--- src/rtl/rhs_pkg.sv ---
package rhs_pkg;

    localparam int WORD_W  = 32;
    localparam int COORD_W = 16;
    localparam int SEL_W   = 3;

    // register word selects
    localparam logic [SEL_W-1:0] RG_REF_X  = 3'd0;
    localparam logic [SEL_W-1:0] RG_REF_Y  = 3'd1;
    localparam logic [SEL_W-1:0] RG_CAND_X = 3'd2;
    localparam logic [SEL_W-1:0] RG_CAND_Y = 3'd3;
    localparam logic [SEL_W-1:0] RG_BASE   = 3'd4;
    localparam logic [SEL_W-1:0] RG_COUNT  = 3'd5;
    localparam logic [SEL_W-1:0] RG_CTRL   = 3'd6;
    localparam logic [SEL_W-1:0] RG_STATUS = 3'd7;

    // one axis: high coordinate in the upper half of the word
    typedef struct packed {
        logic [COORD_W-1:0] hi;
        logic [COORD_W-1:0] lo;
    } span_t;

    // a record: {word 1, word 0}
    typedef struct packed {
        span_t y;
        span_t x;
    } rect_t;

    typedef enum logic [1:0] {
        WK_IDLE    = 2'd0,
        WK_FETCH_X = 2'd1,
        WK_FETCH_Y = 2'd2
    } walk_state_t;

    // inclusive interval intersection
    function automatic logic spans_meet(span_t a, span_t b);
        return (a.lo <= b.hi) && (b.lo <= a.hi);
    endfunction

    function automatic rect_t make_rect(logic [WORD_W-1:0] wx, logic [WORD_W-1:0] wy);
        rect_t r;
        r.x = span_t'(wx);
        r.y = span_t'(wy);
        return r;
    endfunction

endpackage

--- src/rtl/rhs_overlap_core.sv ---
module rhs_overlap_core
    import rhs_pkg::*;
(
    input  rect_t ref_i,
    input  rect_t cand_i,
    output logic  hit_o
);
    localparam int N_AXES = 2;

    span_t ref_sp  [N_AXES];
    span_t cand_sp [N_AXES];
    logic [N_AXES-1:0] axis_ok;

    assign ref_sp[0]  = ref_i.x;
    assign ref_sp[1]  = ref_i.y;
    assign cand_sp[0] = cand_i.x;
    assign cand_sp[1] = cand_i.y;

    for (genvar g = 0; g < N_AXES; g++) begin : g_axis
        assign axis_ok[g] = spans_meet(ref_sp[g], cand_sp[g]);
    end

    assign hit_o = &axis_ok;
endmodule

--- src/rtl/rhs_regfile.sv ---
module rhs_regfile
    import rhs_pkg::*;
#(
    parameter int ADDR_W = 32,
    parameter int CNT_W  = 16
) (
    input  logic               clk,
    input  logic               rst,
    input  logic               host_wr,
    input  logic [SEL_W-1:0]   host_addr,
    input  logic [WORD_W-1:0]  host_wdata,
    output logic [WORD_W-1:0]  host_rdata,
    input  logic               busy_i,
    input  logic               found_i,
    input  logic [CNT_W-1:0]   stop_idx_i,
    input  logic               cand_core_hit_i,
    output rect_t              ref_o,
    output rect_t              cand_o,
    output logic [ADDR_W-1:0]  base_o,
    output logic [CNT_W-1:0]   count_o,
    output logic               cand_hit_o,
    output logic               start_o
);
    localparam int IDX_FIELD_W = WORD_W - COORD_W;

    logic [WORD_W-1:0] ref_x_q, ref_y_q, cand_x_q, cand_y_q;
    logic [ADDR_W-1:0] base_q;
    logic [CNT_W-1:0]  count_q;
    logic [1:0]        ref_seen_q;
    logic              ref_ok;

    assign ref_ok = &ref_seen_q;

    always_ff @(posedge clk) begin
        if (rst) begin
            ref_x_q    <= '0;
            ref_y_q    <= '0;
            cand_x_q   <= '0;
            cand_y_q   <= '0;
            base_q     <= '0;
            count_q    <= '0;
            ref_seen_q <= '0;
        end else if (host_wr) begin
            case (host_addr)
                RG_REF_X: if (!busy_i) begin
                    ref_x_q       <= host_wdata;
                    ref_seen_q[0] <= 1'b1;
                end
                RG_REF_Y: if (!busy_i) begin
                    ref_y_q       <= host_wdata;
                    ref_seen_q[1] <= 1'b1;
                end
                RG_CAND_X: cand_x_q <= host_wdata;
                RG_CAND_Y: cand_y_q <= host_wdata;
                RG_BASE:   if (!busy_i) base_q  <= host_wdata[ADDR_W-1:0];
                RG_COUNT:  if (!busy_i) count_q <= host_wdata[CNT_W-1:0];
                default: ;
            endcase
        end
    end

    assign start_o = host_wr && (host_addr == RG_CTRL) && host_wdata[0]
                     && ref_ok && !busy_i;

    assign ref_o      = make_rect(ref_x_q, ref_y_q);
    assign cand_o     = make_rect(cand_x_q, cand_y_q);
    assign base_o     = base_q;
    assign count_o    = count_q;
    assign cand_hit_o = cand_core_hit_i && ref_ok;

    always_comb begin
        host_rdata = '0;
        case (host_addr)
            RG_REF_X:  host_rdata = ref_x_q;
            RG_REF_Y:  host_rdata = ref_y_q;
            RG_CAND_X: host_rdata = cand_x_q;
            RG_CAND_Y: host_rdata = cand_y_q;
            RG_BASE:   host_rdata = WORD_W'(base_q);
            RG_COUNT:  host_rdata = WORD_W'(count_q);
            RG_STATUS: host_rdata = {IDX_FIELD_W'(stop_idx_i),
                                     {(COORD_W-3){1'b0}},
                                     cand_hit_o, found_i, busy_i};
            default:   host_rdata = '0;
        endcase
    end
endmodule

--- src/rtl/rhs_list_walker.sv ---
module rhs_list_walker
    import rhs_pkg::*;
#(
    parameter int ADDR_W = 32,
    parameter int CNT_W  = 16
) (
    input  logic               clk,
    input  logic               rst,
    input  logic               start_i,
    input  logic [ADDR_W-1:0]  base_i,
    input  logic [CNT_W-1:0]   count_i,
    input  rect_t              ref_i,
    output logic               mem_req,
    output logic [ADDR_W-1:0]  mem_addr,
    input  logic               mem_rvalid,
    input  logic [WORD_W-1:0]  mem_rdata,
    output logic               busy_o,
    output logic               found_o,
    output logic [CNT_W-1:0]   stop_idx_o
);
    localparam int REC_SHIFT = 3;

    walk_state_t       state_q;
    logic [CNT_W-1:0]  idx_q;
    logic [WORD_W-1:0] x_word_q;
    logic              found_q;
    logic [CNT_W-1:0]  stop_q;
    logic              rec_hit;
    logic              last_rec;
    rect_t             cand_rect;

    assign cand_rect = make_rect(x_word_q, mem_rdata);
    assign last_rec  = (idx_q == count_i - CNT_W'(1));

    rhs_overlap_core u_core (
        .ref_i  (ref_i),
        .cand_i (cand_rect),
        .hit_o  (rec_hit)
    );

    always_ff @(posedge clk) begin
        if (rst) begin
            state_q  <= WK_IDLE;
            idx_q    <= '0;
            x_word_q <= '0;
            found_q  <= 1'b0;
            stop_q   <= '0;
        end else begin
            case (state_q)
                WK_IDLE: if (start_i) begin
                    found_q <= 1'b0;
                    stop_q  <= '0;
                    idx_q   <= '0;
                    if (count_i != '0) state_q <= WK_FETCH_X;
                end
                WK_FETCH_X: if (mem_rvalid) begin
                    x_word_q <= mem_rdata;
                    state_q  <= WK_FETCH_Y;
                end
                WK_FETCH_Y: if (mem_rvalid) begin
                    if (rec_hit) begin
                        found_q <= 1'b1;
                        stop_q  <= idx_q;
                        state_q <= WK_IDLE;
                    end else if (last_rec) begin
                        stop_q  <= count_i;
                        state_q <= WK_IDLE;
                    end else begin
                        idx_q   <= idx_q + CNT_W'(1);
                        state_q <= WK_FETCH_X;
                    end
                end
                default: state_q <= WK_IDLE;
            endcase
        end
    end

    assign mem_req    = (state_q != WK_IDLE);
    assign mem_addr   = base_i + ADDR_W'({idx_q, {REC_SHIFT{1'b0}}})
                        + ((state_q == WK_FETCH_Y) ? ADDR_W'(4) : '0);
    assign busy_o     = (state_q != WK_IDLE);
    assign found_o    = found_q;
    assign stop_idx_o = stop_q;
endmodule

--- src/rtl/rect_hit_scanner.sv ---
module rect_hit_scanner
    import rhs_pkg::*;
#(
    parameter int ADDR_W = 32,
    parameter int CNT_W  = 16
) (
    input  logic                 clk,
    input  logic                 rst,
    input  logic                 host_wr,
    input  logic [SEL_W-1:0]     host_addr,
    input  logic [WORD_W-1:0]    host_wdata,
    output logic [WORD_W-1:0]    host_rdata,
    output logic                 mem_req,
    output logic [ADDR_W-1:0]    mem_addr,
    input  logic                 mem_rvalid,
    input  logic [WORD_W-1:0]    mem_rdata
);
    rect_t             ref_rect;
    rect_t             cand_rect;
    logic [ADDR_W-1:0] cfg_base;
    logic [CNT_W-1:0]  cfg_count;
    logic              start_pulse;
    logic              walk_busy;
    logic              walk_found;
    logic [CNT_W-1:0]  walk_stop;
    logic              cand_core_hit;
    logic              cand_hit;

    rhs_regfile #(.ADDR_W(ADDR_W), .CNT_W(CNT_W)) u_regs (
        .clk             (clk),
        .rst             (rst),
        .host_wr         (host_wr),
        .host_addr       (host_addr),
        .host_wdata      (host_wdata),
        .host_rdata      (host_rdata),
        .busy_i          (walk_busy),
        .found_i         (walk_found),
        .stop_idx_i      (walk_stop),
        .cand_core_hit_i (cand_core_hit),
        .ref_o           (ref_rect),
        .cand_o          (cand_rect),
        .base_o          (cfg_base),
        .count_o         (cfg_count),
        .cand_hit_o      (cand_hit),
        .start_o         (start_pulse)
    );

    rhs_overlap_core u_passive (
        .ref_i  (ref_rect),
        .cand_i (cand_rect),
        .hit_o  (cand_core_hit)
    );

    rhs_list_walker #(.ADDR_W(ADDR_W), .CNT_W(CNT_W)) u_walk (
        .clk        (clk),
        .rst        (rst),
        .start_i    (start_pulse),
        .base_i     (cfg_base),
        .count_i    (cfg_count),
        .ref_i      (ref_rect),
        .mem_req    (mem_req),
        .mem_addr   (mem_addr),
        .mem_rvalid (mem_rvalid),
        .mem_rdata  (mem_rdata),
        .busy_o     (walk_busy),
        .found_o    (walk_found),
        .stop_idx_o (walk_stop)
    );
endmodule

--- config.mk ---
export PLATFORM = sky130hd
export DESIGN_NAME = rect_hit_scanner
export DESIGN_NICKNAME = d
export VERILOG_FILES = /design/src/rtl/rhs_pkg.sv /design/src/rtl/rhs_overlap_core.sv /design/src/rtl/rhs_regfile.sv /design/src/rtl/rhs_list_walker.sv /design/src/rtl/rect_hit_scanner.sv
export SDC_FILE = /design/constraint.sdc
export NUM_CORES = 1
export LEC_CHECK = 0
export ABC_AREA = 1
export BUFFER_PORTS_ARGS = -buffer_cell sky130_fd_sc_hd__buf_4
export CORE_AREA = 2 2 177 179
export CTS_BUF_LIST = sky130_fd_sc_hd__clkbuf_8 sky130_fd_sc_hd__clkbuf_16
export CTS_CLUSTER_SIZE = 24
export DETAILED_ROUTE_END_ITERATION = 6
export DIE_AREA = 0 0 179 181
export PLACE_DENSITY = 0.79
export RECOVER_POWER = 25
export SYNTH_ARGS = -nofsm -noshare
export SYNTH_HDL_FRONTEND = slang
export SYNTH_HIERARCHICAL = 1
export SYNTH_SLANG_ARGS = --single-unit
export TNS_END_PERCENT = 20
--- constraint.sdc ---
create_clock -name clk -period 6.75 [get_ports clk]
set_clock_uncertainty 0.2 [all_clocks]
set_input_delay 0.675 -clock clk [delete_from_list [all_inputs] [get_ports clk]]
set_output_delay 0.675 -clock clk [all_outputs]
set_load 0.02 [all_outputs]
### Word level (Yosys, flattened, before mapping)

Cells that the tools add are included.

* $lt $le $gt $ge: 8
* add/subtract/negate cells: 4
* eq/ne operators: 18
* bitwise logic cells: 1
* reductions and logical operators: 29
* muxes and demuxes: 22

Operators by type and width (number)
* $pmux W32 S7: 1
* $le A16 B16 Y1: 8
* $mux W16: 7
* $pmux W16 S2: 2
* $add A32 B19 Y32: 1
* $add A32 B32 Y32: 1
* $add A16 B1 Y16 const B: 1
* $eq A16 B16 Y1: 1
* $reduce_bool A16 Y1: 1
* $sub A16 B1 Y16 const B: 1
* $eq A3 B3 Y1 const B: 4
* $reduce_and A2 Y1: 6
* $reduce_and A3 Y1: 4
* $reduce_and A4 Y1: 3
* $mux W2: 5
* $ne A2 B2 Y1 const B: 5
* $logic_and A1 B1 Y1: 9
* $eq A3 B2 Y1 const B: 2
* $pmux W2 S3: 1
* $reduce_and A5 Y1: 1
* $mux W1: 4
* $ne A2 B1 Y1 const B: 2
* $reduce_bool A2 Y1: 2
* $eq A3 B1 Y1 const B: 1
* other kinds (9): 9

* register bits after elaboration: 245
* output and inout port bits: 65
* input port bits: 71

### Longest topological paths before layout

Gate-level depths: netlist of run 1.

* depth after elaboration: 7
* depth in mapped cells: 21

### Cells and area by module

The synthesis of run 1 kept the hierarchy.

Modules (own cells, without submodules)
* rhs_regfile: cells each 1424, instances 1, area each 9049.9 µm², sequential area each 3563.4 µm²
* rhs_list_walker: cells each 757, instances 1, area each 4923.5 µm², sequential area each 1341.3 µm²
* rhs_overlap_core: cells each 279, instances 2, area each 1707.9 µm², sequential area each 0.0 µm²

### Least setup slack after synthesis of run 1

Ideal clock, no wire load.

* path kind: register -> output
* from: reg u_walk.state_q[1]
* to: out mem_addr[26]
* setup slack: 3.384 ns
* buffers on the path: 0
* arrival time: 2.491 ns
* required time: 5.875 ns
* cell stages (with the launch flop): 13
* cells stage by stage: dfxtp_1 -> inv_1 -> nor2_1 -> ha_1 -> inv_1 -> fa_1 -> o21ai_0 -> a21oi_1 -> o21bai_1 -> nand2_1 -> o31ai_1 -> nand2_1 -> xnor2_1

* cells in the longest elaborated chain, start to end: 3

RTL lines
* start: declaration: RTL line rhs_list_walker.sv:23 `walk_state_t state_q;`
* start signal: assignment: RTL line rhs_list_walker.sv:43 `state_q <= WK_IDLE;`
* start signal: assignment: RTL line rhs_list_walker.sv:54 `if (count_i != '0) state_q <= WK_FETCH_X;`
* start signal: assignment: RTL line rhs_list_walker.sv:58 `state_q <= WK_FETCH_Y;`
* $eq A2 B2 Y1: RTL line rhs_list_walker.sv:80 `+ ((state_q == WK_FETCH_Y) ? ADDR_W'(4) : '0);`
* $mux W3: RTL line rhs_list_walker.sv:80
* $add A32 B32 Y32: RTL line rhs_list_walker.sv:80
* end: declaration: RTL line rect_hit_scanner.sv:14 `output logic [ADDR_W-1:0] mem_addr,`

No other way between the ends.

### Worst setup path after layout of run 1

* from: in host_addr[0]
* to: reg u_regs.cand_y_q[23]

* cells in the longest elaborated chain, start to end: 2

RTL lines
* start: declaration: RTL line rect_hit_scanner.sv:10 `input logic [SEL_W-1:0] host_addr,`
* $eq A3 B2 Y1: RTL line rhs_regfile.sv:44 `case (host_addr)`
* $reduce_and A2 Y1 (no source line)
* end signal: assignment: RTL line rhs_regfile.sv:54 `RG_CAND_Y: cand_y_q <= host_wdata;`
* end: declaration: RTL line rhs_regfile.sv:26 `logic [WORD_W-1:0] ref_x_q, ref_y_q, cand_x_q, cand_y_q;`

No other way between the ends.
A chain may end at the register's enable or synchronous reset.

==> results of run 1 <==
[cells in the mapped netlist (3+ instances only)]
cell,instances,area (um2)
sky130_fd_sc_hd__xor2_1,31,272
sky130_fd_sc_hd__inv_1,319,1200
sky130_fd_sc_hd__buf_6,7,78.8
sky130_fd_sc_hd__buf_4,21,158
sky130_fd_sc_hd__o21ai_0,62,310
sky130_fd_sc_hd__ha_1,147,1840
sky130_fd_sc_hd__buf_1,22,82.6
sky130_fd_sc_hd__nor4_1,9,56.3
sky130_fd_sc_hd__clkbuf_1,30,113
sky130_fd_sc_hd__nor3_1,13,65.1
sky130_fd_sc_hd__buf_2,64,320
sky130_fd_sc_hd__o21a_1,5,37.5
sky130_fd_sc_hd__nand2_1,694,2610
sky130_fd_sc_hd__nor2_4,8,90.1
sky130_fd_sc_hd__nand2_2,17,106
sky130_fd_sc_hd__a22o_1,4,35.0
sky130_fd_sc_hd__dfxtp_1,245,4900
sky130_fd_sc_hd__a21o_1,7,52.6
sky130_fd_sc_hd__nand4_1,136,851
sky130_fd_sc_hd__o22ai_1,10,62.6
sky130_fd_sc_hd__clkbuf_2,4,20.0
sky130_fd_sc_hd__nor2_1,439,1650
sky130_fd_sc_hd__a21oi_1,170,851
sky130_fd_sc_hd__nor2_2,11,68.8
sky130_fd_sc_hd__inv_2,7,26.3
sky130_fd_sc_hd__a21oi_2,10,87.6
sky130_fd_sc_hd__nand3_1,204,1020
sky130_fd_sc_hd__xnor2_1,16,140
sky130_fd_sc_hd__a31oi_1,4,25.0
sky130_fd_sc_hd__nand2_4,3,33.8
[flip-flops by register name, summed over array words and instances, names as in the netlist]
register           count
u_regs/base_o         32
u_regs/cand_x_q       32
u_regs/cand_y_q       32
u_regs/ref_x_q        32
u_regs/ref_y_q        32
u_walk/x_word_q       32
u_regs/count_o        16
u_walk/idx_q          16
u_walk/stop_idx_o     16
u_regs/ref_seen_q      2
u_walk/state_q         2
u_walk/found_o         1
[logic make-up after synthesis]
group / synth area share
AND/OR/NAND/NOR: 0.382
buffers and inverters: 0.116
AO/OA/AOI/OAI: 0.0875
flip-flops: 0.282
adder cells (fa/ha/maj): 0.107
XOR/XNOR: 0.0250
[worst min-delay path, delay by kind of cell]
kind / cells / cell delay [ns]
simple gates: 1 / 0.07
buf+inv: 1 / 0.12
compound gates: 1 / 0.06
[power by group through the flow]
stage	logic, mW	registers, mW	clock network, mW
after detailed placement	0.561	1.57	0
after global placement	0.550	1.57	0
after CTS	0.564	1.54	1.53
after global routing	0.642	1.55	1.59
after floorplan	0.395	1.54	0
final	0.588	1.55	1.53
[worst min path at each step]
stage                   startpoint                   to  slack, ns  cells past startpoint
2_1_floorplan   u_walk/x_word_q[0]   u_walk/x_word_q[0]       0.22                      2
3_3_place_gp   u_walk/x_word_q[21]  u_walk/x_word_q[21]       0.24                      2
3_5_place_dp   u_walk/x_word_q[18]  u_walk/x_word_q[18]       0.24                      2
4_1_cts             host_wdata[17]  u_regs/cand_y_q[17]       0.19                      3
5_1_grt             host_wdata[24]  u_regs/cand_y_q[24]       0.20                      3
6_report            host_wdata[17]  u_regs/cand_y_q[17]       0.20                      3
[layout make-up]
class | count | area, um2
antenna | 1 | 2.50
sequential | 245 | 4900
multi-input combinational | 2018 | 10500
clock buffer | 34 | 783
tap | 396 | 495
inverter | 327 | 1230
timing repair buffer | 146 | 1070
fill | 2984 | 11300
clock inverter | 14 | 125
[per-layer routing]
metal / part of all wire / vias up
met2: 0.41 / 1287
li1: - / 8860
met1: 0.39 / 8679
met4: 0.079 / 0
met5: 0 / -
met3: 0.12 / 287
[per-stage QoR]
stage          setup slack (ns)  total power [mW]  hold WS [ns]  utilization
5_1_grt                    1.53              3.77         0.205        0.629
2_1_floorplan              3.38              1.93         0.224            -
6_report                   1.65              3.66         0.196        0.629
3_3_place_gp               2.42              2.12         0.235        0.600
4_1_cts                    2.36              3.64         0.187        0.630
3_5_place_dp               2.35              2.14         0.236        0.600
==> results.md, run 1 <==
| Group | Parameter | This run |
|---|---|---|
| power | Power density cells | 192 nW/um2 |
| clock tree | Total setup buffers inserted after CTS | 0 |
| logic synthesis | Fraction of the yosys area taken by sequential cells | 0.282 |
| global routing | Global route hottest layer | met2 |
| global routing | Largest net degree at the start of global routing | 88 |
| logic synthesis | Yosys warns | 6 |
| clock tree | H-tree depth | 1 |
| floorplanning | Total die area | 32400 um2 |
| critical path | Critical path destination | u_regs/cand_y_q[23] |
| clock tree | Root Buffer | sky130_fd_sc_hd__clkbuf_16 |
| sta | Finish-stage setup viols | 0 |
| sta | Sum of negative setup slack | 0 ns |
| min path | Tightest Hold Check Type | in2reg |
| sta | Portion of the clock cycle consumed by the worst path in the final layout | 0.756 |
| routing | Initial DRT Pass Iterations | 6 |
| critical path | Worst EP required | 6.96 ns |
| routing | Per-cell via count in the routed design | 6.01 |
| floorplanning | Core area | 30300 um2 |
| logic synthesis | Post-synth EDFFs | 0 |
| critical path | Cell repeated most along the worst path | sky130_fd_sc_hd__nand2_1 |
| global routing | Via count of the first global-routing pass | 16995 |
| global routing | Met3 layer usage reported by global route | 0.0886 |
| outcome | Outcome | complete, but fails checks |
| logic synthesis | Net Count, Synth | 2958 |
| critical path | Classification of the worst setup path | in2reg |
| outcome | Violated checks | capacitance limit, slew limit |
| power | Share of power burned in combinational logic | 0.161 |
| logic synthesis | Most frequently used flop master after synthesis | sky130_fd_sc_hd__dfxtp_1 |
| placed design | Cell count after placement | 3132 |
| placed design | Final RePlAce weighted congestion | 1.06 |
| critical path | Reg2Reg Depth | 16 |
| power | Sequential share of power | 0.422 |
| power | Leakage | 8.89 nW |
| clock tree | Worst-Skew Late Latency | 0.57 ns |
| cells and area | Synth-to-layout area growth | 9.80% |
| logic synthesis | Netlist Area Pre-Place | 17400 um2 |
| global routing | Met1 Track Usage GR | 0.556 |
| placed design | Hpwl dp | 50700 um |
| power | Max IR drop VDD | 0.194 mV |
| global routing | Antenna violations before repair | 1 |
| critical path | Start point of the critical path | host_addr[0] |
| critical path | Slack of the worst reg-to-reg path | 3.23 ns |
| routing | Drt first-iter violations | 2873 |
| routing | Detailed-route DRC error count | 0 |
| cells and area | Fin cells | 3181 |
| sta | Worst relative slew slack | -1.65 |
| global routing | GRT Util Overall | 0.416 |
| critical path | Crit path max-delay family | simple AND/OR/NAND/NOR gates |
| critical path | Endpoint class of the critical path | flop |
| clock tree | Inserted Clock Buffers | 28 |
| global routing | M2 GR Usage | 0.604 |
| logic synthesis | Async set or reset register ratio after synthesis | 0 |
| clock tree | Hold buffer count at cts | 0 |
| cells and area | Most common cell after layout, fill and taps aside | sky130_fd_sc_hd__nand2_1 |
| cells and area | Top library cells by usage in the layout, fill and taps aside | sky130_fd_sc_hd__nand2_1 (696), sky130_fd_sc_hd__nor2_1 (438), sky130_fd_sc_hd__inv_1 (326) |
| clock tree | Number of instances resized during post-cts repair | 0 |
| global routing | Global route overflow | 0 |
| placed design | Count of input and output buffers | 135 |
| job | Max-cap violations | 2 |
| sta | Slew @ Worst Pin | 3.98 ns |
| floorplanning | Number of primary I/O pins | 136 |
| logic synthesis | Synth Area per Inst | 6.35 um2 |
| clock tree | Clock tree from TritonCTS | done |
| critical path | Buffer and inverter count on the worst path | 2 |
| critical path | Cell-by-cell listing of the critical path | buf_4, nand2_1, nor2_4, clkbuf_1, nand2_1, nand2_1, a21oi_1 |
| critical path | Worst path depth | 7 |
| logic synthesis | Post-synth cell types | 47 |
| floorplanning | Starting utilization of the core area | 0.573 |
| routing | Average wire length per cell after detail routing | 21.6 um |
| routing | Vias post-DR | 19113 |
| placed design | Placed cell area | 18200 um2 |
| clock tree | Number of buffers on the longest clock path | 3 |
| sta | F_max | 0.196 GHz |
| logic synthesis | Register bit total from synthesis | 245 |
| sta | Unrepaired setup endpoints after global routing | no |
| floorplanning | Vertical extent of the die | 181 um |
| critical path | Worst path slowest cell | sky130_fd_sc_hd__clkbuf_1 |
| sta | Number of hold-slack violations in the final timing report | 0 |
| power | Clk network pwr share | 0.417 |
| power | Sw frac | 0.299 |
| critical path | Capture point of the worst reg-to-reg path | u_walk/idx_q[1] |
| floorplanning | Placement Rows | 64 |
| power | Int Pwr | 2.56 mW |
| critical path | Nature of the critical path startpoint | primary input |
| critical path | Reg2Reg Launch Point | u_regs/ref_x_q[27] |
| floorplanning | Chip Width | 179 um |
| cells and area | Non-Filler Cell Area, Final | 19100 um2 |
| global routing | First-pass GRT wire length | 102000 um |
| critical path | Highest net fanout along the worst path | 54 |
| logic synthesis | Gate count after technology mapping | 2739 |
| routing | Total wire length after detailed routing | 68700 um |
| critical path | Arrival time worst endpoint | 5.31 ns |
| clock tree | CTS sink cnt | 245 |
| clock tree | CTS clk-pin slew, worst paths | 0.06 ns |
| sta | Min cycle time layout | 5.10 ns |
| power | Net Sw Power | 1.10 mW |
| cells and area | Share of final-layout standard cells stronger than drive strength 1 | 0.0876 |
| critical path | Maximum single-stage delay on the critical path | 1.84 ns |
| routing | Post-route antenna net violation count | 0 |
| cells and area | Net count of the finished layout | 2985 |
| sta | Final max-slew violation count | 140 |
Note: power is estimated with default switching activity, not from simulation.
==> run 2, diff against run 1 <==
- clock period: 6.75 -> 4.95 ns (I/O delays scaled with it)
==> results.md, run 2 (synthesized netlist as in run 1, its figures left out) <==
| Group | Parameter | This run | vs previous |
|---|---|---|---|
| job | Max-cap violations | 3 | was 2 |
| clock tree | Total setup buffers inserted after CTS | 0 | unchanged |
| floorplanning | Starting utilization of the core area | 0.573 | unchanged |
| floorplanning | Number of primary I/O pins | 136 | unchanged |
| cells and area | Net count of the finished layout | 2997 | was 2985 |
| sta | Sum of negative setup slack | 0 ns | unchanged |
| cells and area | Fin cells | 3196 | was 3181 |
| cells and area | Most common cell after layout, fill and taps aside | sky130_fd_sc_hd__nand2_1 | unchanged |
| placed design | Post-placement setup slack | 1.43 ns | was 2.35 ns |
| sta | Final hold slack | 0.0182 ns | was 0.196 ns |
| cells and area | Top library cells by usage in the layout, fill and taps aside | sky130_fd_sc_hd__nand2_1 (695), sky130_fd_sc_hd__nor2_1 (439), sky130_fd_sc_hd__inv_1 (325) | was sky130_fd_sc_hd__nand2_1 (696), sky130_fd_sc_hd__nor2_1 (438), sky130_fd_sc_hd__inv_1 (326) |
| placed design | Count of input and output buffers | 135 | unchanged |
| global routing | Antenna violations before repair | 0 | was 1 |
| global routing | Largest net degree at the start of global routing | 88 | unchanged |
| global routing | First-pass GRT wire length | 101000 um | was 102000 um |
| clock tree | Clock tree from TritonCTS | done | unchanged |
| cells and area | FILL cells | 2922 | was 2984 |
| floorplanning | Chip Width | 179 um | unchanged |
| outcome | Violated checks | capacitance limit, slew limit | unchanged |
| critical path | Classification of the worst setup path | in2reg | unchanged |
| critical path | Nature of the critical path startpoint | primary input | unchanged |
| clock tree | CTS clk-pin slew, worst paths | 0.06 ns | about the same |
| floorplanning | Vertical extent of the die | 181 um | unchanged |
| power | Max IR drop VDD | 0.256 mV | was 0.194 mV |
| sta | Portion of the clock cycle consumed by the worst path in the final layout | 0.903 |  |
| sta | Number of hold-slack violations in the final timing report | 0 | unchanged |
| clock tree | Number of instances resized during post-cts repair | 0 | unchanged |
| sta | Slew @ Worst Pin | 3.01 ns | was 3.98 ns |
| sta | F_max | 0.224 GHz |  |
| routing | Average wire length per cell after detail routing | 21.2 um | was 21.6 um |
| routing | Detailed-route DRC error count | 0 | unchanged |
| placed design | Hpwl dp | 50100 um | was 50700 um |
| sta | Final max-slew violation count | 174 | was 140 |
| cells and area | Antenna fix cells | 0 | was 1 |
| critical path | Highest net fanout along the worst path | 76 | was 54 |
| min path | Tightest Hold Check Type | in2reg | unchanged |
| global routing | GRT Util Overall | 0.412 | was 0.416 |
| global routing | Global route overflow | 0 | unchanged |
| critical path | Endpoint class of the critical path | flop | unchanged |
| clock tree | CTS sink cnt | 245 | unchanged |
| sta | Unrepaired setup endpoints after global routing | no | unchanged |
| cells and area | Synth-to-layout area growth | 11.0% | was 9.80% |
| cells and area | Share of final-layout standard cells stronger than drive strength 1 | 0.0943 | was 0.0876 |
| power | Final total power | 5.26 mW | was 3.66 mW |
| routing | Initial DRT Pass Iterations | 6 | unchanged |
| clock tree | Inserted Clock Buffers | 29 | was 28 |
| critical path | Arrival time worst endpoint | 4.77 ns | was 5.31 ns |
| critical path | Slack of the worst reg-to-reg path | 1.34 ns | was 3.23 ns |
| placed design | Cell count after placement | 3143 | was 3132 |
| clock tree | Root Buffer | sky130_fd_sc_hd__clkbuf_16 | unchanged |
| floorplanning | Total die area | 32400 um2 | unchanged |
| critical path | Worst EP required | 5.25 ns | was 6.96 ns |
| placed design | Final RePlAce weighted congestion | 1.03 | was 1.06 |
| sta | Min cycle time layout | 4.47 ns |  |
| floorplanning | Core area | 30300 um2 | unchanged |
| power | Power density cells | 272 nW/um2 | was 192 nW/um2 |
| sta | Setup slack of the critical path after layout | 0.482 ns | was 1.65 ns |
| power | Leakage | 9.02 nW | was 8.89 nW |
| sta | Finish-stage setup viols | 0 | unchanged |
| routing | Vias post-DR | 18865 | was 19113 |
| clock tree | Worst-Skew Late Latency | 0.57 ns | about the same |
| sta | Worst relative slew slack | -1.01 | was -1.65 |
| routing | Post-route antenna net violation count | 0 | unchanged |
| clock tree | Number of buffers on the longest clock path | 3 | unchanged |
| clock tree | H-tree depth | 1 | unchanged |
| routing | Per-cell via count in the routed design | 5.90 | was 6.01 |
| routing | Drt first-iter violations | 2287 | was 2873 |
| floorplanning | Placement Rows | 64 | unchanged |
| outcome | Outcome | complete, but fails checks | unchanged |
| routing | Total wire length after detailed routing | 67800 um | was 68700 um |
| clock tree | Hold buffer count at cts | 0 | unchanged |
| global routing | Via count of the first global-routing pass | 17078 | was 16995 |
run 2: critical path, cell delays in order:
cell	delay (ns)
sky130_fd_sc_hd__clkbuf_2	0.86
sky130_fd_sc_hd__inv_1	2.13
sky130_fd_sc_hd__buf_4	0.87
sky130_fd_sc_hd__nand2_1	0.17
sky130_fd_sc_hd__nor2_1	0.12
run 2: path summary, 6_finish.rpt:
kind	startpoint	end	depth (start not counted)
max	rst	u_regs/cand_x_q[14]	5
min	host_wdata[3]	u_regs/cand_y_q[3]	3
max reg2reg	u_regs/ref_y_q[31]	u_walk/idx_q[6]	15
min reg2reg	u_walk/x_word_q[19]	u_walk/x_word_q[19]	2
run 2: final cells by class:
| class | count | area (um2) | area share |
|---|---|---|---|
| multi-input cells | 2018 | 10500 | 0.542 |
| flip-flops and latches | 245 | 4900 | 0.254 |
| inverters | 327 | 1230 | 0.0638 |
| repair buffers | 157 | 1160 | 0.0603 |
| clock buffers | 35 | 808 | 0.0419 |
| well taps | 396 | 495 | 0.0257 |
| clock inverters | 18 | 235 | 0.0122 |
run 2: per-layer routing:
layer	GRT usage	share of wire	wire [um]	up-vias
li1	-	-	-	8886
met3	0.0646	0.11	7280	244
met2	0.608	0.42	28600	1113
met4	0.264	0.077	5230	0
met5	0	0	0	-
met1	0.554	0.39	26700	8622
run 2: power by group:
part	internal [mW]	switching (mW)	total, mW
registers	2.02	0.0810	2.10
logic	0.265	0.547	0.812
clock network	1.42	0.925	2.35
run 2: per-stage QoR:
step	util	cell area, um2
detailed placement	0.603	18300
global placement	0.603	18300
CTS	0.637	19300
global route	0.636	19300
floorplan	-	17400
finish	0.636	19300
